<file path="src/rtl/bringup_pkg.sv">
package bringup_pkg;
  typedef enum logic [1:0] {
    ST_IDLE   = 2'd0,
    ST_HOLD   = 2'd1,
    ST_SETTLE = 2'd2,
    ST_FIN    = 2'd3
  } seq_st_e;
endpackage

</file>
<file path="src/rtl/bringup_wait_cnt.sv">
module bringup_wait_cnt #(
  parameter int CW = 8
) (
  input  logic          clk_i,
  input  logic          rst_ni,
  input  logic          run_i,
  input  logic [CW-1:0] limit_i,
  output logic          hit_o
);
  logic [CW-1:0] cnt_q;

  assign hit_o = run_i && (cnt_q == limit_i - CW'(1));

  always_ff @(posedge clk_i or negedge rst_ni) begin
    if (!rst_ni)        cnt_q <= '0;
    else if (!run_i)    cnt_q <= '0;
    else if (hit_o)     cnt_q <= '0;
    else                cnt_q <= cnt_q + CW'(1);
  end


  cnt_in_window_chk: assert property (@(posedge clk_i) disable iff (!rst_ni)
    run_i |-> (cnt_q < limit_i));
endmodule

</file>
<file path="src/rtl/bringup_live_det.sv">
module bringup_live_det (
  input  logic clk_on_i,
  input  logic rst_on_i,
  output logic live_o
);
  // running means clock on and reset released
  assign live_o = clk_on_i && !rst_on_i;
endmodule

</file>
<file path="src/rtl/periph_bringup_seq.sv">
module periph_bringup_seq
  import bringup_pkg::*;
#(
  parameter int SETTLE_CYC = 20000,
  parameter int HOLD_CYC   = 2000000
) (
  input  logic clk_i,
  input  logic rst_ni,
  input  logic en_req_i,
  input  logic dis_req_i,
  input  logic has_rst_i,
  input  logic clk_on_i,
  input  logic rst_on_i,
  output logic clk_en_o,
  output logic prst_o,
  output logic busy_o,
  output logic done_o
);
  localparam int MAXC = (HOLD_CYC > SETTLE_CYC) ? HOLD_CYC : SETTLE_CYC;
  localparam int CW   = $clog2(MAXC + 1) + 1;
  localparam logic [CW-1:0] SETTLE_L = CW'(SETTLE_CYC);
  localparam logic [CW-1:0] HOLD_L   = CW'(HOLD_CYC);

  seq_st_e       st_q;
  logic          live;
  logic          wait_run;
  logic          wait_hit;
  logic [CW-1:0] wait_lim;

  bringup_live_det u_live (
    .clk_on_i (clk_on_i),
    .rst_on_i (rst_on_i),
    .live_o   (live)
  );

  assign wait_run = (st_q == ST_HOLD) || (st_q == ST_SETTLE);
  assign wait_lim = (st_q == ST_HOLD) ? SETTLE_L : HOLD_L;

  bringup_wait_cnt #(.CW(CW)) u_wait (
    .clk_i   (clk_i),
    .rst_ni  (rst_ni),
    .run_i   (wait_run),
    .limit_i (wait_lim),
    .hit_o   (wait_hit)
  );

  always_ff @(posedge clk_i or negedge rst_ni) begin
    if (!rst_ni) begin
      st_q     <= ST_IDLE;
      clk_en_o <= 1'b0;
      prst_o   <= 1'b1;
    end else begin
      unique case (st_q)
        ST_IDLE: begin
          if (en_req_i) begin
            if (live) begin
              st_q <= ST_FIN;
            end else if (!has_rst_i) begin
              clk_en_o <= 1'b1;
              st_q     <= ST_FIN;
            end else begin
              prst_o <= 1'b1;
              st_q   <= ST_HOLD;
            end
          end else if (dis_req_i) begin
            clk_en_o <= 1'b0;
            st_q     <= ST_FIN;
          end
        end
        ST_HOLD: begin
          if (wait_hit) begin
            clk_en_o <= 1'b1;
            st_q     <= ST_SETTLE;
          end
        end
        ST_SETTLE: begin
          if (wait_hit) begin
            prst_o <= 1'b0;
            st_q   <= ST_FIN;
          end
        end
        default: st_q <= ST_IDLE;
      endcase
    end
  end

  assign busy_o = (st_q != ST_IDLE);
  assign done_o = (st_q == ST_FIN);


  rst_release_with_clk_chk: assert property (@(posedge clk_i) disable iff (!rst_ni)
    $fell(prst_o) |-> clk_en_o);

  rst_rise_in_seq_chk: assert property (@(posedge clk_i) disable iff (!rst_ni)
    $rose(prst_o) |-> busy_o);

  done_single_chk: assert property (@(posedge clk_i) disable iff (!rst_ni)
    done_o |=> !done_o);

  done_in_busy_chk: assert property (@(posedge clk_i) disable iff (!rst_ni)
    done_o |-> busy_o);

  clk_off_keeps_rst_chk: assert property (@(posedge clk_i) disable iff (!rst_ni)
    $fell(clk_en_o) |-> $stable(prst_o));
endmodule

</file>
<file path="config.mk">
export PLATFORM = sky130hd
export DESIGN_NAME = periph_bringup_seq
export DESIGN_NICKNAME = d
export VERILOG_FILES = /design/src/rtl/bringup_pkg.sv /design/src/rtl/bringup_wait_cnt.sv /design/src/rtl/bringup_live_det.sv /design/src/rtl/periph_bringup_seq.sv
export SDC_FILE = /design/constraint.sdc
export NUM_CORES = 1
export LEC_CHECK = 0
export ABC_AREA = 1
export BUFFER_PORTS_ARGS = -buffer_cell sky130_fd_sc_hd__buf_2
export CAP_MARGIN = 0
export CORE_AREA = 5 5 59 61
export DETAILED_ROUTE_END_ITERATION = 10
export DIE_AREA = 0 0 64 66
export GPL_ROUTABILITY_DRIVEN = 1
export GPL_TIMING_DRIVEN = 0
export HOLD_SLACK_MARGIN = 0.1
export PLACE_DENSITY = 0.73
export SKIP_CTS_REPAIR_TIMING = 1
export SLEW_MARGIN = 40
export SYNTH_ARGS = -nofsm -noshare
export SYNTH_HDL_FRONTEND = slang
export SYNTH_SLANG_ARGS = --single-unit
</file>
<file path="constraint.sdc">
create_clock -name clk_i -period 1.95 [get_ports clk_i]
set_input_delay 0.39 -clock clk_i [delete_from_list [all_inputs] [get_ports clk_i]]
set_output_delay 0.39 -clock clk_i [all_outputs]
set_load 0.02 [all_outputs]
</file>
# ---- Word level (Yosys, flattened, before mapping)
# Index checks and enable logic that the tools add are counted.
# Widths: inputs -> output; s select.
dict set report totals {
  register_bits 26
  word_cells 50
  output_inout_bits 4
  in_bits 7
}
dict set report classes {
  n_addsub 2
  n_mux 21
  n_reduce_logical 11
  n_eq_ne 12
}
# operator count
set op_table {}
lappend op_table {{$mux 22} 2}
lappend op_table {{$add 22x1->22 const B} 1}
lappend op_table {{$eq 22x22->1} 1}
lappend op_table {{$sub 21x1->22 const B} 1}
lappend op_table {{$mux 21} 1}
lappend op_table {{$mux 2} 6}
lappend op_table {{$reduce_and 5->1} 2}
lappend op_table {{$mux 1} 9}
lappend op_table {{$ne 3x3->1 const B} 3}
lappend op_table {{$ne 2x2->1 const B} 3}
lappend op_table {{$pmux 2 s3} 1}
lappend op_table {{$reduce_bool 2->1} 3}
lappend op_table {{$eq 2x2->1 const B} 2}
lappend op_table {{$ne 2x1->1 const B} 2}
lappend op_table {{$pmux 1 s2} 2}
lappend op_table {{$reduce_and 3->1} 1}
lappend op_table {{$eq 2x1->1 const B} 1}
lappend op_table {{$logic_and 1x1->1} 2}
lappend op_table {{$logic_not 2->1} 1}
lappend op_table {{$logic_not 1->1} 1}
lappend op_table {{$logic_or 1x1->1} 1}

# ---- Logic depth before layout (Yosys ltp)
# Gate-level depths: netlist (run 1).
dict set report logic_depth {
  depth_word 7
  ltp_mapped 11
  mapped_depth_nobuf 11
}

# ---- Cells and area by module
# A second synthesis (run 1) with hierarchy kept.
dict set report hier_totals {
  cells_unflattened 443
  hier_area_um2 2635.0
}
# mod cells_per_inst area_per_inst_um2 instances
set by_module_without_submodules {}
lappend by_module_without_submodules {bringup_wait_cnt 377 2209.6 1}
lappend by_module_without_submodules {periph_bringup_seq 64 415.4 1}
lappend by_module_without_submodules {bringup_live_det 2 10.0 1}

# ---- Least setup slack after synthesis (run 1)
# No wires, ideal clock.
dict set report synth_path {
  path_type {flip-flop to flip-flop}
  start {reg st_q[0]}
  end {reg u_wait.cnt_q[20]}
  setup_ns 0.116
  period_less_slack_ns 1.624
  stages_incl_launch_ff 11
  setup_slack_ns 0.326
  t_arrival_ns 1.507
  path_cell_list {dfrtp_1 inv_1 ha_1 nand2_1 nor2_1 nand2_1 nor2_2 nand3_2 nand2_4 buf_6 nor2_1}
}
dict set report synth_between {
  elab_chain_cells 7
}
# element line
set synth_rtl {}
lappend synth_rtl {{from (decl)} periph_bringup_seq.sv:24} ;# seq_st_e st_q;
lappend synth_rtl {{from (signal assigned)} periph_bringup_seq.sv:49} ;# st_q <= ST_IDLE;
lappend synth_rtl {{from (signal assigned)} periph_bringup_seq.sv:57} ;# st_q <= ST_FIN;
lappend synth_rtl {{from (signal assigned)} periph_bringup_seq.sv:60} ;# st_q <= ST_FIN;
lappend synth_rtl {{$eq 2x1->1} {periph_bringup_seq.sv:36, periph_bringup_seq.sv:37}}
lappend synth_rtl {{$mux 21} periph_bringup_seq.sv:37} ;# assign wait_lim = (st_q == ST_HOLD) ? SETTLE_L : HOLD_L;
lappend synth_rtl {{$sub 21x1->22} bringup_wait_cnt.sv:12} ;# assign hit_o = run_i && (cnt_q == limit_i - CW'(1));
lappend synth_rtl {{$eq 22x22->1} bringup_wait_cnt.sv:12}
lappend synth_rtl {{$logic_and 1x1->1} bringup_wait_cnt.sv:12}
lappend synth_rtl {{$mux 22} bringup_wait_cnt.sv:17} ;# else if (hit_o) cnt_q <= '0;
lappend synth_rtl {{$mux 22 (*)} bringup_wait_cnt.sv:16} ;# else if (!run_i) cnt_q <= '0;
lappend synth_rtl {{to (signal assigned)} bringup_wait_cnt.sv:18} ;# else cnt_q <= cnt_q + CW'(1);
lappend synth_rtl {{to (decl)} bringup_wait_cnt.sv:10} ;# logic [CW-1:0] cnt_q;
# Every way passes the cells marked *; elsewhere a longest branch is shown, timed or not.
# A chain may end at the register's enable or synchronous reset.

# ---- Worst setup path after layout (run 1)
dict set report layout_path {
  start {reg st_q[0]}
  end {reg st_q[0]}
}
dict set report layout_between {
  elab_chain_cells 7
}
# element line
set layout_rtl {}
lappend layout_rtl {{$eq 2x1->1} {periph_bringup_seq.sv:36, periph_bringup_seq.sv:37, periph_bringup_seq.sv:53}}
lappend layout_rtl {{$mux 21} periph_bringup_seq.sv:37}
lappend layout_rtl {{$sub 21x1->22} bringup_wait_cnt.sv:12}
lappend layout_rtl {{$eq 22x22->1} bringup_wait_cnt.sv:12}
lappend layout_rtl {{$logic_and 1x1->1} bringup_wait_cnt.sv:12}
lappend layout_rtl {{$ne 2x1->1 (no line)} n/a}
lappend layout_rtl {{$reduce_and 3->1 (no line)} n/a}
# Several ways; a longest one is shown, not always the timed one.

==> results.yml, run 1 <==
cts:
  cts_root_buf: "sky130_fd_sc_hd__clkbuf_4"
  htree_num_levels: 1
  cts_inserted_buffers: 3
  tritoncts_clock_tree: "built"
  clockBufferDepth: 2
  cts.sink_count: 26
  insertion_delay_ns: 0.32
  cts.clk_slew.worst_paths_ns: 0.13
timing:
  grt_setup_unrepaired: "no"
  layout_setup_ws_ns: 0.205
  final.setup.tns_ns: 0
  finalClockSkew_ns: 0.00702
  finalCritPeriodShare: 0.895
  hold_violations: 0
  tightest_slew_ns: 0.562
  hold-worst-slack_ns: 0.412
  max_slew_margin: 0.625
  fmax_mhz: 573
  report.final.slew_viol_count: 0
  period_minus_slack_ns: 1.74
  setup_violations: 0
setup_path:
  crit_top_cell: "sky130_fd_sc_hd__nand2_1"
  critical_path.startpoint_type: "flip-flop"
  critPathMaxFanout: 5
  timing.critical_path.arrival_ns: 1.97
  cp-end-kind: "flip-flop"
  worst_r2r_path_depth: 11
  path_class: "reg -> reg"
  r2r_start: "st_q[0]"
  r2r_setup_slack_ns: 0.21
  timing.critical_path.slowest_stage_cell: "sky130_fd_sc_hd__dfrtp_1"
  critical_path_buf_inv_count: 1
  worst-endpoint-required_ns: 2.17
  timing.rr.end: "st_q[0]"
  cp_slowest_stage_delay_ns: 0.44
  timing.critical_path.max_delay_family: "simple AND/OR/NAND/NOR gates"
  critical_path.cell_chain: "inv_1, ha_4, nand2_1, nor2_1, nand2_1, nor2_2, nand3_2, nand2_1, nand2_1, nand2_1, nand2_1"
die:
  dieHeight_um: 66
  die_area_um2: 4220
  core_area_um2: 2930
  number_of_primary_i_o_pins: 11
  row_count: 20
  die_x_um: 64
  start_util: 0.570
logic_synthesis:
  synthesis.yosys.warnings: 0
  synth_area_per_cell_um2: 7.55
  synthesis.area_um2: 1670
  yosys.area.top_type: "sky130_fd_sc_hd__dfrtp_1"
  synth_seq_area_share: 0.391
  synth_enable_flop_cells: 0
  yosys-top-cells-count: "sky130_fd_sc_hd__nand2_1 (47), sky130_fd_sc_hd__nor2_1 (45), sky130_fd_sc_hd__inv_1 (27)"
  postSynth.topFlopCell: "sky130_fd_sc_hd__dfrtp_1"
  synth.ff_latch_count: 26
  yosys.area.top_type_share: 0.375
  netlist_instances: 221
  synth.top_cells.by_area: "sky130_fd_sc_hd__dfrtp_1 (38%), sky130_fd_sc_hd__nand2_1 (11%), sky130_fd_sc_hd__nor2_1 (10%)"
  post-synth-top-count-cell: "sky130_fd_sc_hd__nand2_1"
  yosys.cell_types.count: 26
  synth-async-reset-ratio: 1.00
  syn-num-nets: 234
outcome:
  outcome: "complete, no violations"
routing:
  starting_drc_count_in_detailed_routing: 87
  routed_wire_length_per_instance_um: 12.1
  route.detailed.drc: 0
  via_count: 1409
  drtPass1Iterations: 4
  drt-total-wl_mm: 3.26
  drt.antenna.violating_nets: 0
  viasPerCell: 5.22
pwr:
  power.density_cell_area_nw_per_um2: 955
  power.static_leakage_nw: 0.835
  report.power.total_mw: 1.74
  max-vdd-ir-drop_mv: 0.787
job:
  max_capacitance_violation_count: 0
cells_and_area:
  regArea_um2: 652
  antenna-diode-count: 0
  finished_layout_cells: 270
  area_delta_synth_final_pct: 9.45
  layout.nets: 251
  final_util: 0.624
  stdcell_area_um2: 1830
  filler_cell_count: 271
  total_area_of_multi_input_combinational_cells_um2: 911
  post_route_cells_drive_above_1_share: 0.160
placed_design:
  post_dp_cell_area_um2: 1760
  detailed_place_hpwl_mm: 2.50
  dp_worst_setup_slack_ns: 0.119
  portBuffers: 10
  post-place-cells: 264
  finalWeightedCongestion: 0.864
hold_path:
  worst_hold_path_type: "in -> reg"
  number_of_cells_on_the_worst_hold_path: 5
  holdCritStartpoint: "en_req_i"
  hold-path-endpoint: "clk_en_o"
global_route:
  grt_pass1_wl_mm: 5.55
  grt_antenna_before_repair: 0
  globalRouteOverflowTotal: 0
  grt_pass1_vias: 1276
  grt_max_degree: 27
  gr-usage-all-layers: 0.165
-- cell type report --
type,count,area share
clock buffer,4,0.0199
multi-input combinational,166,0.499
timing repair buffer,12,0.0370
tap,33,0.0226
sequential,26,0.357
inverter,27,0.0555
buffer,2,0.00891
-- worst max path at each step --
stage / startpoint / end / slack [ns] / cells past startpoint
floorplan: st_q[0] / u_wait.cnt_q[20] / 0.33 / 10
global placement: st_q[0] / u_wait.cnt_q[20] / 0.18 / 10
detailed placement: st_q[0] / st_q[0] / 0.12 / 11
CTS: st_q[0] / st_q[0] / 0.10 / 11
global route: st_q[0] / st_q[0] / 0.09 / 11
finish: st_q[0] / st_q[0] / 0.21 / 11
-- power breakdown --
group	internal, mW	switching [mW]
Sequential	0.601	0.0494
Clock	0.114	0.159
Combinational	0.297	0.523
-- cells in the final DEF, fill, tap and decap left out, drive strengths merged --
| master | netlist | final |
|---|---|---|
| xnor2 | 1 | 1 |
| o21ai | 1 | 1 |
| nor3 | 6 | 6 |
| dfstp | 1 | 1 |
| nor3b | 3 | 3 |
| dlygate4sd3 | 0 | 1 |
| a21oi | 3 | 3 |
| xor2 | 12 | 12 |
| buf | 2 | 13 |
| nand3 | 15 | 15 |
| a31oi | 2 | 2 |
| dfrtp | 25 | 25 |
| nand2 | 53 | 53 |
| a211oi | 2 | 2 |
| clkbuf | 0 | 4 |
| nand3b | 1 | 1 |
| nand4 | 7 | 7 |
| nor2 | 54 | 54 |
| ha | 6 | 6 |
| inv | 27 | 27 |
-- sequential cells by signal, summed over array words and instances, names as in the netlist --
| signal | flops |
|---|---|
| st_q | 2 |
| u_wait.cnt_q | 22 |
| prst_o | 1 |
| clk_en_o | 1 |
-- cell families (layout without fill, tap and decap cells) --
logic type / after synthesis / in the layout / synth area share
and+or+nand+nor: 139 / 139 / 0.397
AOI/OAI and AO/OA: 8 / 8 / 0.0285
adders and majority gates: 6 / 6 / 0.0450
DFF: 26 / 26 / 0.391
buffers and inverters: 29 / 45 / 0.0705
xor gates and xnor gates: 13 / 13 / 0.0683
-- tightest hold or removal path, cell delays in order --
cell and delay, ns:
sky130_fd_sc_hd__buf_2 0.12, sky130_fd_sc_hd__inv_1 0.05, sky130_fd_sc_hd__nand2_1 0.04, sky130_fd_sc_hd__nand3_1 0.07
sky130_fd_sc_hd__nand2_1 0.05
-- layer usage --
layer,vias to the layer above,share of wire,global-route usage
met5,-,0,0
met4,0,0.014,0.0623
met3,5,0.038,0.0255
met2,24,0.44,0.275
met1,657,0.51,0.214
li1,723,-,-
(Power assumes the default switching activity.)
==> inputs of run 2 (changes only) <==
- CELL_PAD_IN_SITES_DETAIL_PLACEMENT: default -> 0
- CELL_PAD_IN_SITES_GLOBAL_PLACEMENT: default -> 2
- CORE_AREA: 5 5 59 61 -> 5 5 73 75
- DIE_AREA: 0 0 64 66 -> 0 0 78 80
- PLACE_DENSITY: 0.73 -> 0.77
- clock period: 1.95 -> 2.15 ns (I/O delays scaled with it)
==> run 2 against run 1 <==
Global-route usage is 3.6 points lower. Power is 5.9% lower. Register-to-register slack better by 0.10 ns. Sequential share of layout area is 0.29 points lower. Sequential power is 8.3% lower. Hold slack worse by 0.27 ns. Flip-flop and latch count did not move. Via count is 0.71% lower. Die area increased by 48%. Final area up 0.82%. Wire length increased by 20%. Largest power group unchanged. Highest routed layer unchanged.
==> results.yml, run 2 (synthesis results as in run 1) <==
setup_path:
  critPathMaxFanout: 10
  critical_path.cell_chain: "inv_1, ha_1, nand2_1, nor2_1, nand2_1, nor2_2, nand3_2, nand2_4, buf_6, nor2_1"
  cp_slowest_stage_delay_ns: 0.43
  critical_path.startpoint_type: "flip-flop"
  timing.critical_path.slowest_stage_cell: "sky130_fd_sc_hd__dfrtp_1"
  cp-end-kind: "flip-flop"
  timing.critical_path.arrival_ns: 2.02
  worst-endpoint-required_ns: 2.32
  path_class: "reg -> reg"
pwr:
  power.density_cell_area_nw_per_um2: 891
  report.power.total_mw: 1.64
  power.static_leakage_nw: 0.833
  max-vdd-ir-drop_mv: 0.399
global_route:
  globalRouteOverflowTotal: 0
  grt_pass1_vias: 1324
  gr-usage-all-layers: 0.129
  grt_antenna_before_repair: 0
  grt_max_degree: 27
  grt_pass1_wl_mm: 6.34
routing:
  viasPerCell: 4.84
  routed_wire_length_per_instance_um: 13.5
  via_count: 1399
  starting_drc_count_in_detailed_routing: 54
  drtPass1Iterations: 6
  drt.antenna.violating_nets: 0
  route.detailed.drc: 0
  drt-total-wl_mm: 3.90
die:
  row_count: 25
  die_x_um: 78
  die_area_um2: 6240
  number_of_primary_i_o_pins: 11
  start_util: 0.363
  core_area_um2: 4600
  dieHeight_um: 80
cells_and_area:
  layout_top_registers: "u_wait.cnt_q: 22 flops, st_q: 2 flops"
  post_route_cells_drive_above_1_share: 0.153
  layout.nets: 249
  final_util: 0.400
  flip_flop_count_of_the_largest_register_after_layout: 22
  layout_commonest_cell: "sky130_fd_sc_hd__nand2_1"
  largest-register: "u_wait.cnt_q"
  antenna-diode-count: 0
  stdcell_area_um2: 1840
  filler_cell_count: 496
  area_delta_synth_final_pct: 10.4
  mostFrequentLayoutCells: "sky130_fd_sc_hd__nand2_1 (47), sky130_fd_sc_hd__nor2_1 (45), sky130_fd_sc_hd__inv_1 (27)"
timing:
  max_slew_margin: 0.608
  finalCritPeriodShare: 0.858
  layout_setup_ws_ns: 0.306
  setup_violations: 0
  fmax_mhz: 542
  tightest_slew_ns: 0.588
  final.setup.tns_ns: 0
  report.final.slew_viol_count: 0
  grt_setup_unrepaired: "no"
  period_minus_slack_ns: 1.84
  finalClockSkew_ns: 0.00276
  hold_violations: 0
placed_design:
  portBuffers: 10
  finalWeightedCongestion: 0.876
  detailed_place_hpwl_mm: 3.05
  post_dp_cell_area_um2: 1790
  dp_worst_setup_slack_ns: 0.313
cts:
  cts_root_buf: "sky130_fd_sc_hd__clkbuf_8"
  htree_num_levels: 1
  cts.clk_slew.worst_paths_ns: 0.10
  clockBufferDepth: 2
  insertion_delay_ns: 0.27
  cts.sink_count: 26
  tritoncts_clock_tree: "built"
  cts_inserted_buffers: 3
outcome:
  outcome: "complete, no violations"
job:
  max_capacitance_violation_count: 0
hold_path:
  worst_hold_path_type: "in -> async"
-- run 2: worst paths after layout --
kind | from | end | slack [ns] | cells after the start
setup / recovery | st_q[0] | u_wait.cnt_q[9] | 0.31 | 10
hold / removal | rst_ni | u_wait.cnt_q[20] | 0.14 | 1
setup reg to reg | st_q[0] | u_wait.cnt_q[9] | 0.31 | 10
hold reg to reg | clk_en_o | clk_en_o | 0.48 | 2
max in group asynchronous | rst_ni | u_wait.cnt_q[8] | 1.62 | 1
min in group clk_i | clk_en_o | clk_en_o | 0.48 | 2
-- run 2: cell type report --
class / count / area, µm² / share of cell area
Inverter: 27 / 101 / 0.0551
Tap cell: 54 / 67.6 / 0.0367
Buffer: 2 / 16.3 / 0.00884
Multi-Input combinational cell: 166 / 898 / 0.488
Clock buffer: 4 / 55.1 / 0.0299
Sequential cell: 26 / 652 / 0.354
Timing Repair Buffer: 10 / 50.0 / 0.0272
-- run 2: per-stage QoR --
stage          hold slack [ns]  instances
2_1_floorplan            0.134        221
3_3_place_gp             0.449        285
3_5_place_dp             0.461        285
4_1_cts                  0.171        289
5_1_grt                  0.190        289
6_report                 0.144        289
-- run 2: worst max-delay path: cells and delay by family (launching register included) --
kind / cells / cell delay [ns]
adder cells (fa/ha/maj): 1 / 0.39
buffers and inverters: 2 / 0.25
flip-flops: 1 / 0.43
AND/OR/NAND/NOR: 7 / 0.65
-- run 2: layer usage --
layer	global-route usage	vias to the layer above	wire, µm
li1	-	724	-
met1	0.180	636	1940
met2	0.206	35	1750
met3	0.0226	4	185
met4	0.0338	0	34
met5	0	-	0
-- run 2: where the power goes --
group	total (mW)	leakage [nW]	internal (mW)	switching [mW]
combinational	0.710	0.453	0.225	0.486
clock	0.334	0.0288	0.164	0.170
sequential	0.596	0.352	0.545	0.0513
total	1.64	0.833	0.933	0.707
==> inputs of run 3 (changes only) <==
- PLACE_DENSITY: 0.77 -> default
- PLACE_DENSITY_LB_ADDON: default -> 0.12
==> run 3 against run 2 <==
Via count fell by 1.1%. Final cell count unchanged. Largest cell class unchanged. Critical path depth unchanged. Global-route usage increased by 0.17 points. Maximum frequency up 1.8%. Non-clock buffer count unchanged. Die area did not move. First-iteration DRC count increased by 67%. Critical path type unchanged. Power decreased by 0.79%. Hold slack got worse by 0.0017 ns.
==> results.yml, run 3 (synthesis results as in run 1) <==
outcome:
  outcome: "complete, no violations"
routing:
  routed_wire_length_per_instance_um: 13.2
  drt.antenna.violating_nets: 0
  via_count: 1384
  drt-total-wl_mm: 3.82
  starting_drc_count_in_detailed_routing: 90
  viasPerCell: 4.79
  drtPass1Iterations: 4
  route.detailed.drc: 0
timing:
  period_minus_slack_ns: 1.81
  grt_setup_unrepaired: "no"
  tightest_slew_ns: 0.587
  final.setup.tns_ns: 0
  report.final.slew_viol_count: 0
  max_slew_margin: 0.609
  hold_violations: 0
  fmax_mhz: 552
  hold-worst-slack_ns: 0.142
  setup_violations: 0
  finalCritPeriodShare: 0.843
  finalClockSkew_ns: 0.00647
setup_path:
  critPathMaxFanout: 10
  cp-end-kind: "flip-flop"
  path_class: "reg -> reg"
  critical_path.startpoint_type: "flip-flop"
  worst-endpoint-required_ns: 2.32
  timing.critical_path.arrival_ns: 1.98
cts:
  cts_inserted_buffers: 3
  tritoncts_clock_tree: "built"
  cts_root_buf: "sky130_fd_sc_hd__clkbuf_8"
  htree_num_levels: 1
  insertion_delay_ns: 0.28
  cts.clk_slew.worst_paths_ns: 0.10
  clockBufferDepth: 2
  cts.sink_count: 26
die:
  row_count: 25
  start_util: 0.363
  number_of_primary_i_o_pins: 11
  die_area_um2: 6240
  core_area_um2: 4600
  die_x_um: 78
  dieHeight_um: 80
placed_design:
  finalWeightedCongestion: 0.825
  portBuffers: 10
  detailed_place_hpwl_mm: 3.03
pwr:
  power.static_leakage_nw: 0.833
  max-vdd-ir-drop_mv: 0.413
  power.density_cell_area_nw_per_um2: 884
global_route:
  grt_pass1_vias: 1356
  gr-usage-all-layers: 0.131
  grt_antenna_before_repair: 0
  globalRouteOverflowTotal: 0
  grt_pass1_wl_mm: 6.49
  grt_max_degree: 27
cells_and_area:
  layout.nets: 249
  post_route_cells_drive_above_1_share: 0.153
  antenna-diode-count: 0
  layout_top_registers: "u_wait.cnt_q: 22 flops, st_q: 2 flops"
  area_delta_synth_final_pct: 10.4
  layout_commonest_cell: "sky130_fd_sc_hd__nand2_1"
  flip_flop_count_of_the_largest_register_after_layout: 22
  mostFrequentLayoutCells: "sky130_fd_sc_hd__nand2_1 (47), sky130_fd_sc_hd__nor2_1 (45), sky130_fd_sc_hd__inv_1 (27)"
  largest-register: "u_wait.cnt_q"
hold_path:
  worst_hold_path_type: "in -> async"
job:
  max_capacitance_violation_count: 0
-- run 3: cell counts in the layout (fill, tap and decap cells not counted) --
Identical to the previous run, type by type.
-- run 3: layout make-up --
class / instances / area, µm²
Buffer: 2 / 16.3
Timing Repair Buffer: 10 / 50.0
Clock buffer: 4 / 55.1
Inverter: 27 / 101
Sequential cell: 26 / 652
Multi-Input combinational cell: 166 / 898
Fill cell: 498 / 2760
Tap cell: 54 / 67.6
-- run 3: power by group --
part / internal (mW) / switching (mW) / leakage, nW
clock: 0.164 / 0.163 / 0.0288
combinational: 0.224 / 0.482 / 0.453
sequential: 0.545 / 0.0496 / 0.352
total: 0.933 / 0.694 / 0.833
-- run 3: final timing paths --
kind,startpoint,end,slack (ns),cells after the start
setup / recovery,st_q[0],u_wait.cnt_q[3],0.34,10
hold / removal,rst_ni,u_wait.cnt_q[17],0.14,1
setup reg to reg,st_q[0],u_wait.cnt_q[3],0.34,10
hold reg to reg,prst_o,prst_o,0.47,2
max in group asynchronous,rst_ni,st_q[0],1.61,1
min in group clk_i,prst_o,prst_o,0.47,2
-- run 3: layer usage --
layer | part of all wire | wire (µm) | vias to the layer above | GRT usage
li1 | - | - | 722 | -
met1 | 0.48 | 1820 | 641 | 0.179
met2 | 0.47 | 1800 | 19 | 0.205
met3 | 0.050 | 190 | 2 | 0.0316
met4 | 0.0039 | 15 | 0 | 0.0355
met5 | 0 | 0 | - | 0
-- run 3: worst max-delay path, stage by stage, from the launching register on --
cell and delay (ns):
sky130_fd_sc_hd__dfrtp_1 0.43, sky130_fd_sc_hd__inv_1 0.08, sky130_fd_sc_hd__ha_1 0.39, sky130_fd_sc_hd__nand2_1 0.08
sky130_fd_sc_hd__nor2_1 0.10, sky130_fd_sc_hd__nand2_1 0.06, sky130_fd_sc_hd__nor2_2 0.11, sky130_fd_sc_hd__nand3_2 0.11
sky130_fd_sc_hd__nand2_4 0.12, sky130_fd_sc_hd__buf_6 0.16, sky130_fd_sc_hd__nor2_1 0.05
-- run 3: through the flow --
| stage | instances | area (µm²) | util | worst slack, ns | total power, mW |
|---|---|---|---|---|---|
| after detailed placement | 285 | 1790 | 0.388 | 0.311 | 1.33 |
| after floorplan | 221 | 1670 | - | 0.526 | 1.12 |
| after global routing | 289 | 1840 | 0.400 | 0.186 | 1.76 |
| after global placement | 285 | 1790 | 0.388 | 0.335 | 1.31 |
| final | 289 | 1840 | 0.400 | 0.338 | 1.63 |
| after CTS | 289 | 1840 | 0.400 | 0.297 | 1.67 |
